**src/rtl/crtc_pkg.sv**
```systemverilog
package crtc_pkg;

    // register selector codes on the write port
    typedef enum logic [2:0] {
        SEL_HTOTAL = 3'd0,
        SEL_VTOTAL = 3'd1,
        SEL_HACT   = 3'd2,
        SEL_VACT   = 3'd3,
        SEL_MODE   = 3'd4
    } reg_sel_e;

    // pixel-width mode
    typedef enum logic {
        MODE_NARROW = 1'b0,
        MODE_WIDE   = 1'b1
    } pix_mode_e;

    // vertical region state
    typedef enum logic {
        VS_ACTIVE = 1'b0,
        VS_BLANK  = 1'b1
    } vstate_e;

endpackage

```
**src/rtl/crtc_clk_div.sv**
```systemverilog
module crtc_clk_div #(
    parameter int DW = 3
) (
    input  logic          clk,
    input  logic          rst,
    input  logic          clr,
    input  logic [DW-1:0] div,
    output logic          tick
);

    logic [DW-1:0] cnt;

    // tick in the last cycle of each period
    always_comb begin
        tick = (cnt >= (div - DW'(1)));
    end

    always_ff @(posedge clk) begin
        if (rst || clr) begin
            cnt <= '0;
        end else if (tick) begin
            cnt <= '0;
        end else begin
            cnt <= cnt + DW'(1);
        end
    end

endmodule

```
**src/rtl/crtc_geom_regs.sv**
```systemverilog
module crtc_geom_regs
    import crtc_pkg::*;
#(
    parameter int W          = 10,
    parameter int DEF_HTOTAL = 454,
    parameter int DEF_VTOTAL = 262,
    parameter int DEF_HACT   = 319,
    parameter int DEF_VACT   = 223,
    parameter int DEF_MODE   = 0
) (
    input  logic         clk,
    input  logic         rst,
    input  logic         wr_en,
    input  logic [2:0]   wr_sel,
    input  logic [W-1:0] wr_data,
    input  logic         frame_wrap,
    output logic [W-1:0] act_htotal,
    output logic [W-1:0] act_vtotal,
    output logic [W-1:0] act_hact,
    output logic [W-1:0] act_vact,
    output pix_mode_e    act_mode
);

    logic [W-1:0] pend_htotal;
    logic [W-1:0] pend_vtotal;
    logic [W-1:0] pend_hact;
    logic [W-1:0] pend_vact;
    pix_mode_e    pend_mode;

    // pending set: written at any time
    always_ff @(posedge clk) begin
        if (rst) begin
            pend_htotal <= W'(DEF_HTOTAL);
            pend_vtotal <= W'(DEF_VTOTAL);
            pend_hact   <= W'(DEF_HACT);
            pend_vact   <= W'(DEF_VACT);
            pend_mode   <= pix_mode_e'(DEF_MODE[0]);
        end else if (wr_en) begin
            case (reg_sel_e'(wr_sel))
                SEL_HTOTAL: pend_htotal <= wr_data;
                SEL_VTOTAL: pend_vtotal <= wr_data;
                SEL_HACT:   pend_hact   <= wr_data;
                SEL_VACT:   pend_vact   <= wr_data;
                SEL_MODE:   pend_mode   <= pix_mode_e'(wr_data[0]);
                default: ;
            endcase
        end
    end

    // working set: copied only at the frame wrap
    always_ff @(posedge clk) begin
        if (rst) begin
            act_htotal <= W'(DEF_HTOTAL);
            act_vtotal <= W'(DEF_VTOTAL);
            act_hact   <= W'(DEF_HACT);
            act_vact   <= W'(DEF_VACT);
            act_mode   <= pix_mode_e'(DEF_MODE[0]);
        end else if (frame_wrap) begin
            act_htotal <= pend_htotal;
            act_vtotal <= pend_vtotal;
            act_hact   <= pend_hact;
            act_vact   <= pend_vact;
            act_mode   <= pend_mode;
        end
    end

endmodule

```
**src/rtl/crtc_raster.sv**
```systemverilog
module crtc_raster
    import crtc_pkg::*;
#(
    parameter int W = 10
) (
    input  logic         clk,
    input  logic         rst,
    input  logic         line_tick,
    input  logic [W-1:0] htotal,
    input  logic [W-1:0] vtotal,
    input  logic [W-1:0] hact,
    input  logic [W-1:0] vact,
    output logic [W-1:0] hcnt,
    output logic [W-1:0] vcnt,
    output logic         hblank,
    output logic         vblank,
    output logic         vbl_start,
    output logic         frame_wrap
);

    localparam int VW = W + 1;

    vstate_e state;
    vstate_e state_nx;
    logic    h_wrap;
    logic    enter_blank;

    always_comb begin
        h_wrap      = line_tick && (hcnt == htotal);
        frame_wrap  = h_wrap && ({1'b0, vcnt} == ({1'b0, vtotal} + VW'(1)));
        enter_blank = h_wrap && !frame_wrap && (vcnt == vact);
    end

    // counters
    always_ff @(posedge clk) begin
        if (rst) begin
            hcnt <= '0;
            vcnt <= '0;
        end else if (line_tick) begin
            if (h_wrap) begin
                hcnt <= '0;
                vcnt <= frame_wrap ? '0 : vcnt + W'(1);
            end else begin
                hcnt <= hcnt + W'(1);
            end
        end
    end

    // state register
    always_ff @(posedge clk) begin
        if (rst) begin
            state <= VS_ACTIVE;
        end else begin
            state <= state_nx;
        end
    end

    // transitions: enter-blank, new-frame
    always_comb begin
        state_nx = state;
        unique case (state)
            VS_ACTIVE: if (enter_blank) state_nx = VS_BLANK;
            VS_BLANK:  if (frame_wrap)  state_nx = VS_ACTIVE;
        endcase
    end

    // outputs
    always_comb begin
        vblank = (state == VS_BLANK);
        hblank = (hcnt > hact);
    end

    always_ff @(posedge clk) begin
        if (rst) begin
            vbl_start <= 1'b0;
        end else begin
            vbl_start <= enter_blank;
        end
    end

endmodule

```
**src/rtl/crtc_timing_gen.sv**
```systemverilog
module crtc_timing_gen
    import crtc_pkg::*;
#(
    parameter int W              = 10,
    parameter int LINE_DIV       = 6,
    parameter int PIX_DIV_NARROW = 5,
    parameter int PIX_DIV_WIDE   = 4,
    parameter int DEF_HTOTAL     = 454,
    parameter int DEF_VTOTAL     = 262,
    parameter int DEF_HACT       = 319,
    parameter int DEF_VACT       = 223,
    parameter int DEF_MODE       = 0
) (
    input  logic         clk,
    input  logic         rst,
    input  logic         wr_en,
    input  logic [2:0]   wr_sel,
    input  logic [W-1:0] wr_data,
    output logic [W-1:0] hcnt,
    output logic [W-1:0] vcnt,
    output logic         hblank,
    output logic         vblank,
    output logic         vblank_start,
    output logic         pix_stb
);

    localparam int MAX_DIV = (LINE_DIV > PIX_DIV_NARROW)
                           ? ((LINE_DIV > PIX_DIV_WIDE) ? LINE_DIV : PIX_DIV_WIDE)
                           : ((PIX_DIV_NARROW > PIX_DIV_WIDE) ? PIX_DIV_NARROW : PIX_DIV_WIDE);
    localparam int DIV_W   = $clog2(MAX_DIV + 1);

    logic [W-1:0]     act_htotal;
    logic [W-1:0]     act_vtotal;
    logic [W-1:0]     act_hact;
    logic [W-1:0]     act_vact;
    pix_mode_e        act_mode;
    logic             line_tick;
    logic             frame_wrap;
    logic [DIV_W-1:0] line_div;
    logic [DIV_W-1:0] pix_div;

    always_comb begin
        line_div = DIV_W'(LINE_DIV);
        pix_div  = (act_mode == MODE_WIDE) ? DIV_W'(PIX_DIV_WIDE) : DIV_W'(PIX_DIV_NARROW);
    end

    crtc_geom_regs #(
        .W(W), .DEF_HTOTAL(DEF_HTOTAL), .DEF_VTOTAL(DEF_VTOTAL),
        .DEF_HACT(DEF_HACT), .DEF_VACT(DEF_VACT), .DEF_MODE(DEF_MODE)
    ) u_regs (
        .clk(clk), .rst(rst), .wr_en(wr_en), .wr_sel(wr_sel), .wr_data(wr_data),
        .frame_wrap(frame_wrap),
        .act_htotal(act_htotal), .act_vtotal(act_vtotal),
        .act_hact(act_hact), .act_vact(act_vact), .act_mode(act_mode)
    );

    // fixed line-rate enable, independent of the pixel mode
    crtc_clk_div #(.DW(DIV_W)) u_line_div (
        .clk(clk), .rst(rst), .clr(1'b0), .div(line_div), .tick(line_tick)
    );

    // pixel enable, restarted at every frame wrap
    crtc_clk_div #(.DW(DIV_W)) u_pix_div (
        .clk(clk), .rst(rst), .clr(frame_wrap), .div(pix_div), .tick(pix_stb)
    );

    crtc_raster #(.W(W)) u_raster (
        .clk(clk), .rst(rst), .line_tick(line_tick),
        .htotal(act_htotal), .vtotal(act_vtotal), .hact(act_hact), .vact(act_vact),
        .hcnt(hcnt), .vcnt(vcnt), .hblank(hblank), .vblank(vblank),
        .vbl_start(vblank_start), .frame_wrap(frame_wrap)
    );

endmodule

```
**config.mk**
```make
export PLATFORM = sky130hd
export DESIGN_NAME = crtc_timing_gen
export DESIGN_NICKNAME = d
export VERILOG_FILES = /design/src/rtl/crtc_pkg.sv /design/src/rtl/crtc_clk_div.sv /design/src/rtl/crtc_geom_regs.sv /design/src/rtl/crtc_raster.sv /design/src/rtl/crtc_timing_gen.sv
export SDC_FILE = /design/constraint.sdc
export NUM_CORES = 1
export LEC_CHECK = 0
export CAP_MARGIN = 20
export CELL_PAD_IN_SITES_DETAIL_PLACEMENT = 1
export CELL_PAD_IN_SITES_GLOBAL_PLACEMENT = 1
export CORE_UTILIZATION = 50
export CTS_BUF_LIST = sky130_fd_sc_hd__clkbuf_8
export DETAILED_ROUTE_END_ITERATION = 10
export PLACE_DENSITY = 0.88
export SLEW_MARGIN = 20
export SYNTH_ARGS = -nofsm -noshare
export SYNTH_HDL_FRONTEND = slang
export SYNTH_HIERARCHICAL = 1
export SYNTH_SLANG_ARGS = --single-unit
```
**constraint.sdc**
```tcl
create_clock -name clk -period 6.05 [get_ports clk]
set_input_delay 0.605 -clock clk [delete_from_list [all_inputs] [get_ports clk]]
set_output_delay 0.605 -clock clk [all_outputs]
set_load 0.02 [all_outputs]
```
==> results of run 1 <==
-- cell families after synthesis --
group           synth area share (%)
simple gates                   21.76
fa+ha+maj                      5.257
xor+xnor                       6.400
compound gates                 10.58
buf+inv                        4.480
flops                          40.23
other cells                   0.1372
mux                            11.15
-- sequential cells by signal (all words and copies together), names as in the netlist --
| signal | cells |
|---|---|
| u_raster/hcnt | 10 |
| u_raster/vcnt | 10 |
| u_regs/act_hact | 10 |
| u_regs/act_htotal | 10 |
| u_regs/act_vact | 10 |
| u_regs/act_vtotal | 10 |
| u_regs/pend_hact | 10 |
| u_regs/pend_htotal | 10 |
| u_regs/pend_vact | 10 |
| u_regs/pend_vtotal | 10 |
| u_line_div/cnt | 3 |
| u_pix_div/cnt | 3 |
| u_raster/vbl_start | 1 |
| u_raster/vblank | 1 |
| u_regs/act_mode | 1 |
| u_regs/pend_mode | 1 |
-- per-stage QoR --
step                instances  total power (W)  util [%]  setup WS (ps)  area [µm²]
global placement          722        0.0008687     56.66           2484        5928
CTS                       738         0.001366     58.81           2235        6153
detailed placement        722        0.0008756     56.66           2266        5928
global route              738         0.001410     58.81           1905        6153
floorplan                 578        0.0008330         -           2946        5497
finish                    738         0.001361     58.81           2216        6153
-- layout make-up --
cell class,count,area (µm²)
well taps,136,170.2
inverters,22,82.58
clock buffers,9,123.9
repair buffers,42,410.4
clock inverters,7,101.3
fillers,1201,4309
flip-flops and latches,110,2202
multi-input cells,412,3063
-- worst max-delay path: stages, from the launching register on --
cell and delay (ps):
dfxtp_1 440, ha_1 310, and4_4 300, nand3_1 90, and3b_1 200, o31ai_2 370
nand3_1 280, nor2_4 890, buf_4 480, mux2i_1 270, nor2_1 60
-- power groups by stage --
stage / clock network, W / logic (W) / registers, W
6_report: 0.000501 / 0.000107 / 0.000752
5_1_grt: 0.000539 / 0.000116 / 0.000754
4_1_cts: 0.000506 / 0.000108 / 0.000752
3_5_place_dp: 0 / 0.000107 / 0.000769
3_3_place_gp: 0 / 0.000101 / 0.000768
2_1_floorplan: 0 / 0.0000693 / 0.000764
-- worst paths after layout --
kind | startpoint | endpoint | slack (ps) | cells after the start
max reg2reg | u_regs/act_vtotal[0]$_SDFFE_PP0P_ | u_regs/act_htotal[4]$_SDFFE_PP0P_ | 2220 | 10
min | u_line_div/cnt[0]$_SDFF_PP0_ | u_line_div/cnt[0]$_SDFF_PP0_ | 480 | 1
max | u_regs/act_vtotal[0]$_SDFFE_PP0P_ | u_regs/act_htotal[4]$_SDFFE_PP0P_ | 2220 | 10
min reg2reg | u_line_div/cnt[0]$_SDFF_PP0_ | u_line_div/cnt[0]$_SDFF_PP0_ | 480 | 1
-- cell usage in the layout, fill, tap and decap left out, types with 7 or more instances in the layout --
cell type,count
dfxtp_1,110
nor2_1,65
mux2i_1,61
clkdlybuf4s50_1,38
nand2b_1,31
xnor2_1,28
nor2b_1,25
ha_1,23
inv_1,22
a211o_1,22
nand2_1,16
nand4_1,16
nand3_1,13
xor2_1,12
clkbuf_8,9
conb_1,8
a21oi_1,7
-- layer usage --
metal | wire [µm] | global-route usage [%] | vias up
li1 | - | - | 2036
met2 | 7006 | 46.13 | 66
met1 | 6486 | 32.36 | 2089
met4 | 221 | 8.806 | 0
met5 | 0 | 0 | -
met3 | 336 | 2.614 | 16
==> impl_metrics.yaml, run 1 <==
setup_path:
  critPathLaunchType: "register"
  cp.arrival_ps: 4070
  worstSetupEndpointType: "register"
  critPathKind: "reg2reg"
  crit_path_max_fanout: 37
  cp.required_ps: 6290
clock_network:
  worstSkewPairLatency_ps: 380
  post_cts_buffers: 0
  clkSinkCount: 110
  hold_buffers: 0
  cts_root_buffer: "clkbuf_8"
  cts_tree: "done"
  cts.path.max_buffers: 2
  clkSlewWorstSetupHoldPaths_ps: 110
  numCtsBuffers: 9
  htree_levels: 3
  ctsResizeCount: 0
floorplan:
  ios: 40
  initial_core_util_pct: 52.32
  die_w_um: 106.6
  core_mm2: 0.01046
  die-area_mm2: 0.01137
  rows: 37
  die_height_um: 106.6
grt:
  grt_pass1_vias: 4469
  antenna_found_initial: 0
  grt_overflow: 0
  grt_max_degree: 70
  grt_pass1_wl_um: 22810
  grt.total_usage_pct: 25.84
yosys:
  synth-edff-count: 0
  ys_top_cells_by_count: "dfxtp_1 (110), nor2_1 (66), mux2i_1 (61)"
  syn_avg_cell_area_um2: 9.570
  synth.top_cell.area_share_pct: 40.23
  netlist_top_cells_area: "dfxtp_1 (40%), mux2i_1 (11%), ha_1 (5.3%)"
  yosysSeqAreaShare_pct: 40.23
  synth_cell_type_count: 63
  async_flop_share_pct: 0
  synth-seq-cells: 110
  synth-main-ff-cell: "dfxtp_1"
  syn_inst: 572
  yosysMostFrequentCell: "dfxtp_1"
  yosysTopAreaCell: "dfxtp_1"
  yosysWarnings: 6
  syn-cell-area_mm2: 0.005474
layout:
  drive_gt1_share_pct: 8.140
  area_growth_pct: 12.41
  nets: 636
  antenna_cells: 0
power_and_ir_drop:
  p_clk_share_pct: 36.8
  swShare_pct: 24.87
  p_seq_share_pct: 55.3
  pwr_density_cell_mw_per_mm2: 221.1
  switching_power_w: 0.0003383
  intPower_w: 0.001022
  ir_drop_mv: 0.1231
  combPwrFrac_pct: 7.9
  p_leak_nw: 2.354
route:
  wl_per_cell_um: 19.04
  wirelength_um: 14050
  drc: 0
  first_iter_violations: 196
  routed-via-count: 4207
  firstDrtPassIters: 4
  postRouteAntennaNets: 0
  vias_per_cell: 5.701
timing:
  fin_worst_skew_ps: 11.75
  max_freq_mhz: 260.8
  slew_viol_final: 0
  min_period_ps: 3834
  setup_viol: 0
  rsz0062_at_grt: "no"
  finalCritPeriodShare_pct: 63.37
  tns_ps: 0
  worst_pin_slew_ps: 1063
  hold_violations: 0
  worst_hold_slack_ps: 476.1
  slew_headroom_pct: 28.94
place:
  port_buffers: 39
  gp_congestion: 0.7866
  post-dp-hpwl_um: 10040
hold_path:
  hold_class: "reg2reg"
status:
  status: "finished clean"
flow_run:
  maxCapViolations: 0
(Power assumes the default switching activity.)
==> run 2, diff against run 1 <==
--- a/config.mk
+++ b/config.mk
@@ -8,10 +8,10 @@
 export CAP_MARGIN = 20
 export CELL_PAD_IN_SITES_DETAIL_PLACEMENT = 1
 export CELL_PAD_IN_SITES_GLOBAL_PLACEMENT = 1
-export CORE_UTILIZATION = 50
+export CORE_UTILIZATION = 43
 export CTS_BUF_LIST = sky130_fd_sc_hd__clkbuf_8
 export DETAILED_ROUTE_END_ITERATION = 10
-export PLACE_DENSITY = 0.88
+export PLACE_DENSITY = 0.81
 export SLEW_MARGIN = 20
 export SYNTH_ARGS = -nofsm -noshare
 export SYNTH_HDL_FRONTEND = slang
==> constraint.sdc (replaced) <==
create_clock -name clk -period 3.2 [get_ports clk]
set_input_delay 0.32 -clock clk [delete_from_list [all_inputs] [get_ports clk]]
set_output_delay 0.32 -clock clk [all_outputs]
set_load 0.02 [all_outputs]
==> impl_metrics.yaml, run 2 (synthesis results as in run 1) <==
clock_network:
  worstSkewPairLatency_ps: 380
  clkSinkCount: 110
  hold_buffers: 0
  clkSlewWorstSetupHoldPaths_ps: 100
  numCtsBuffers: 9
  cts_root_buffer: "clkbuf_8"
  cts_tree: "done"
  htree_levels: 3
  cts.path.max_buffers: 2
floorplan:
  initial_core_util_pct: 44.83
  ios: 40
  core_mm2: 0.01221
  die_height_um: 114.8
  die-area_mm2: 0.01319
  rows: 40
  die_w_um: 114.8
setup_path:
  cp.arrival_ps: 2670
  crit_family: "buffers and inverters"
  endpoint: "hblank"
  r2r_slack_ps: 270
  crit_path_max_fanout: 8
  r2r-end: "u_regs/act_htotal[9]$_SDFFE_PP0P_"
  path_cells: "ha_1, nor2b_1, o21a_1, o21ai_0, nand2b_1, a21oi_1, or2_2, a31oi_1, clkdlybuf4s50_1"
  critPathKind: "reg2out"
  critPathLaunchType: "register"
  startpoint: "u_raster/hcnt[1]$_SDFFE_PP0P_"
  cp.required_ps: 2880
  reg2reg_from: "u_regs/act_vtotal[0]$_SDFFE_PP0P_"
  crit_cells: 9
  r2r_cells: 10
  cp_slowest_stage_delay_ps: 630
  path_buf_inv: 1
  worstSetupEndpointType: "output pin"
  slowest_stage: "clkdlybuf4s50_1"
power_and_ir_drop:
  p_clk_share_pct: 34.1
  combPwrFrac_pct: 8.9
  swShare_pct: 25.02
  intPower_w: 0.001857
  p_leak_nw: 2.393
  p_seq_share_pct: 57.0
  ir_drop_mv: 0.2826
  pwr_density_cell_mw_per_mm2: 396.3
  switching_power_w: 0.0006198
grt:
  antenna_found_initial: 0
  grt_pass1_wl_um: 22470
  grt_max_degree: 61
  grt.total_usage_pct: 22.30
  grt_overflow: 0
  grt_pass1_vias: 4373
route:
  vias_per_cell: 5.336
  postRouteAntennaNets: 0
  first_iter_violations: 164
  routed-via-count: 4146
  wirelength_um: 13630
  firstDrtPassIters: 4
  drc: 0
  wl_per_cell_um: 17.54
place:
  port_buffers: 39
  post_dp_cell_area_mm2: 0.006038
  gp_congestion: 0.7843
  pre_cts_ws_ps: 165.1
  post-dp-hpwl_um: 10160
layout:
  antenna_cells: 0
  ff_latch_area_mm2: 0.002202
  drive_gt1_share_pct: 9.031
  nets: 643
  fill_cells: 1413
  final_common_cell: "dfxtp_1"
  area_growth_pct: 14.17
  layout_common_cells: "dfxtp_1 (110), nor2_1 (65), mux2i_1 (61)"
  design_area_mm2: 0.006250
  multi_input_area_mm2: 0.003068
timing:
  hold_violations: 0
  slew_viol_final: 0
  slew_headroom_pct: 58.25
  setup_viol: 0
  tns_ps: 0
  finalCritPeriodShare_pct: 93.37
  worst_pin_slew_ps: 626.2
  setup_slack_ps: 212.3
  fin_worst_skew_ps: 8.971
  max_freq_mhz: 334.7
  worst_hold_slack_ps: 414.1
  rsz0062_at_grt: "no"
  min_period_ps: 2988
hold_path:
  hold_class: "in2reg"
flow_run:
  maxCapViolations: 0
status:
  status: "finished clean"
run 2: cell types whose count changed in the layout (fill, tap and decap cells not counted), sizes merged:
cell and delta:
buf +7, inv +1, clkinvlp -1, clkinv +1, bufinv -1
run 2: per-stage QoR:
stage / power [W] / cells / utilization [%]
floorplan: 0.001575 / 578 / -
detailed placement: 0.001663 / 760 / 49.45
global route: 0.002589 / 777 / 51.18
finish: 0.002477 / 777 / 51.18
global placement: 0.001654 / 760 / 49.45
CTS: 0.002509 / 776 / 51.08
run 2: worst min-delay path by stage:
stage,start,endpoint,cells after the start
finish,rst,u_raster/hcnt[0]$_SDFFE_PP0P_,2
global route,rst,u_regs/act_vtotal[7]$_SDFFE_PP0P_,2
CTS,rst,u_raster/hcnt[0]$_SDFFE_PP0P_,2
detailed placement,u_regs/pend_vtotal[1]$_SDFFE_PP1P_,u_regs/act_vtotal[1]$_SDFFE_PP1P_,1
global placement,u_regs/pend_htotal[1]$_SDFFE_PP1P_,u_regs/act_htotal[1]$_SDFFE_PP1P_,1
floorplan,rst,u_line_div/cnt[2]$_SDFF_PP0_,1
run 2: power groups by stage:
stage	clock, W	sequential, W	combinational (W)
final	0.000844	0.00141	0.000220
after global routing	0.000933	0.00142	0.000240
after CTS	0.000875	0.00141	0.000220
after detailed placement	0	0.00145	0.000218
after global placement	0	0.00144	0.000210
after floorplan	0	0.00144	0.000131
run 2: repair_timing:
action | in CTS | in global routing
resized for setup | 0 | 1
endpoints found under the setup margin | 0 | 40
buffers inserted | 0 | 1
run 2: metal layers:
metal	wire [µm]	vias up	global-route usage, %
li1	-	2050	-
met3	466	15	4.902
met2	6690	66	39.47
met5	0	-	0
met1	6293	2015	27.34
met4	175	0	5.974
run 2: cell type report:
cell class,count,share of cell area (%)
Inverter,22,1.321
Timing Repair Buffer,49,7.808
Multi-Input combinational cell,412,49.09
Sequential cell,110,35.24
Clock buffer,9,1.982
Tap cell,168,3.363
Clock inverter,7,1.201
run 2: worst register-to-register path: cells and delay by family, from the launching register on:
family                     cells  cell delay [ps]
muxes                          1              260
adders and majority gates      1              300
DFF                            1              440
buffers and inverters          1              240
AOI/OAI and AO/OA              1              420
and+or+nand+nor                6             1150
==> run 3, diff against run 2 <==
--- a/config.mk
+++ b/config.mk
@@ -12,6 +12,7 @@
 export CTS_BUF_LIST = sky130_fd_sc_hd__clkbuf_8
 export DETAILED_ROUTE_END_ITERATION = 10
 export PLACE_DENSITY = 0.81
+export RECOVER_POWER = 50
 export SLEW_MARGIN = 20
 export SYNTH_ARGS = -nofsm -noshare
 export SYNTH_HDL_FRONTEND = slang
==> impl_metrics.yaml, run 3 (synthesis results as in run 1) <==
layout:
  drive_gt1_share_pct: 7.882
  design_area_mm2: 0.006217
  layout_common_cells: "dfxtp_1 (110), nor2_1 (65), mux2i_1 (61)"
  antenna_cells: 0
  area_growth_pct: 13.58
  nets: 643
  ff_latch_area_mm2: 0.002202
  final_common_cell: "dfxtp_1"
  multi_input_area_mm2: 0.003043
  fill_cells: 1420
timing:
  finalCritPeriodShare_pct: 93.23
  fin_worst_skew_ps: 9.100
  tns_ps: 0
  hold_violations: 0
  min_period_ps: 2983
  setup_viol: 0
  max_freq_mhz: 335.2
  setup_slack_ps: 216.8
  rsz0062_at_grt: "no"
  worst_pin_slew_ps: 953.6
  slew_viol_final: 0
  slew_headroom_pct: 35.94
floorplan:
  die_w_um: 114.8
  ios: 40
  die-area_mm2: 0.01319
  rows: 40
  initial_core_util_pct: 44.83
  core_mm2: 0.01221
  die_height_um: 114.8
grt:
  antenna_found_initial: 0
  grt_pass1_vias: 4373
  grt_overflow: 0
  grt_max_degree: 61
  grt_pass1_wl_um: 22470
  grt.total_usage_pct: 22.30
power_and_ir_drop:
  ir_drop_mv: 0.2826
  p_leak_nw: 2.441
  p_seq_share_pct: 57.2
  total_power_w: 0.002472
  intPower_w: 0.001853
  swShare_pct: 25.07
  switching_power_w: 0.0006199
  p_clk_share_pct: 34.2
  pwr_density_cell_mw_per_mm2: 397.7
  combPwrFrac_pct: 8.6
route:
  routed-via-count: 4152
  first_iter_violations: 183
  m1WireLength_um: 6286
  drc: 0
  routed.top_layer: "met4"
  postRouteAntennaNets: 0
  vias_per_cell: 5.344
  wl_per_cell_um: 17.54
  wl_met2_um: 6742
  wirelength_um: 13630
  dr_wl_met3_um: 444
  firstDrtPassIters: 4
clock_network:
  clkSlewWorstSetupHoldPaths_ps: 100
  hold_buffers: 0
  cts_tree: "done"
  cts_root_buffer: "clkbuf_8"
  worstSkewPairLatency_ps: 380
  clkSinkCount: 110
  numCtsBuffers: 9
  cts.path.max_buffers: 2
  htree_levels: 3
setup_path:
  cp.arrival_ps: 2660
  path_cells: "ha_1, nor2b_1, o21a_1, o21ai_0, nand2b_1, a21oi_1, or2_2, a31oi_1, clkdlybuf4s50_1"
  r2r_cells: 10
  slowest_stage: "clkdlybuf4s50_1"
  worstSetupEndpointType: "output pin"
  crit_cells: 9
  critPathKind: "reg2out"
  critPathLaunchType: "register"
  cp_slowest_stage_delay_ps: 630
  path_buf_inv: 1
  cp.required_ps: 2880
  crit_path_max_fanout: 8
  crit_family: "buffers and inverters"
place:
  post_dp_cell_area_mm2: 0.006038
  pre_cts_ws_ps: 165.1
  post-dp-hpwl_um: 10160
  port_buffers: 39
  gp_congestion: 0.7843
hold_path:
  hold_class: "in2reg"
  holdPathStages: 2
status:
  status: "finished clean"
flow_run:
  maxCapViolations: 0
## run 3: layout make-up
type,instances,area share (%)
clock inverter,7,1.207
clock buffer,9,1.992
timing repair buffer,49,7.728
tap,168,3.381
inverter,22,1.328
sequential,110,35.42
multi-input combinational,412,48.94
## run 3: worst paths after layout
path / from / endpoint / slack [ps]
max: u_raster/hcnt[1]$_SDFFE_PP0P_ / hblank / 220
min: rst / u_raster/hcnt[0]$_SDFFE_PP0P_ / 410
max reg2reg: u_regs/act_vtotal[0]$_SDFFE_PP0P_ / u_regs/act_htotal[9]$_SDFFE_PP0P_ / 280
min reg2reg: u_pix_div/cnt[0]$_SDFF_PP0_ / u_pix_div/cnt[0]$_SDFF_PP0_ / 470
## run 3: power by group through the flow
stage          Clock [W]  Combinational, W  Sequential, W
3_3_place_gp           0          0.000210        0.00144
6_report        0.000846          0.000213        0.00141
5_1_grt         0.000933          0.000234        0.00142
2_1_floorplan          0          0.000131        0.00144
3_5_place_dp           0          0.000218        0.00145
4_1_cts         0.000875          0.000220        0.00141
## run 3: metrics by stage
step	cells	util [%]	hold slack, ps
after global placement	760	49.45	445.0
after detailed placement	760	49.45	452.7
after CTS	776	51.08	403.4
final	777	50.91	413.5
after floorplan	578	-	393.4
after global routing	777	50.91	428.3
## run 3: what timing repair did
action,in CTS,in global routing
setup endpoints to repair,0,40
buffers inserted,0,1
resized for setup,0,1
## run 3: layer usage
layer / global-route usage [%] / vias up
met3: 4.902 / 12
met2: 39.47 / 69
li1: - / 2051
met4: 5.974 / 0
met5: 0 / -
met1: 27.34 / 2020
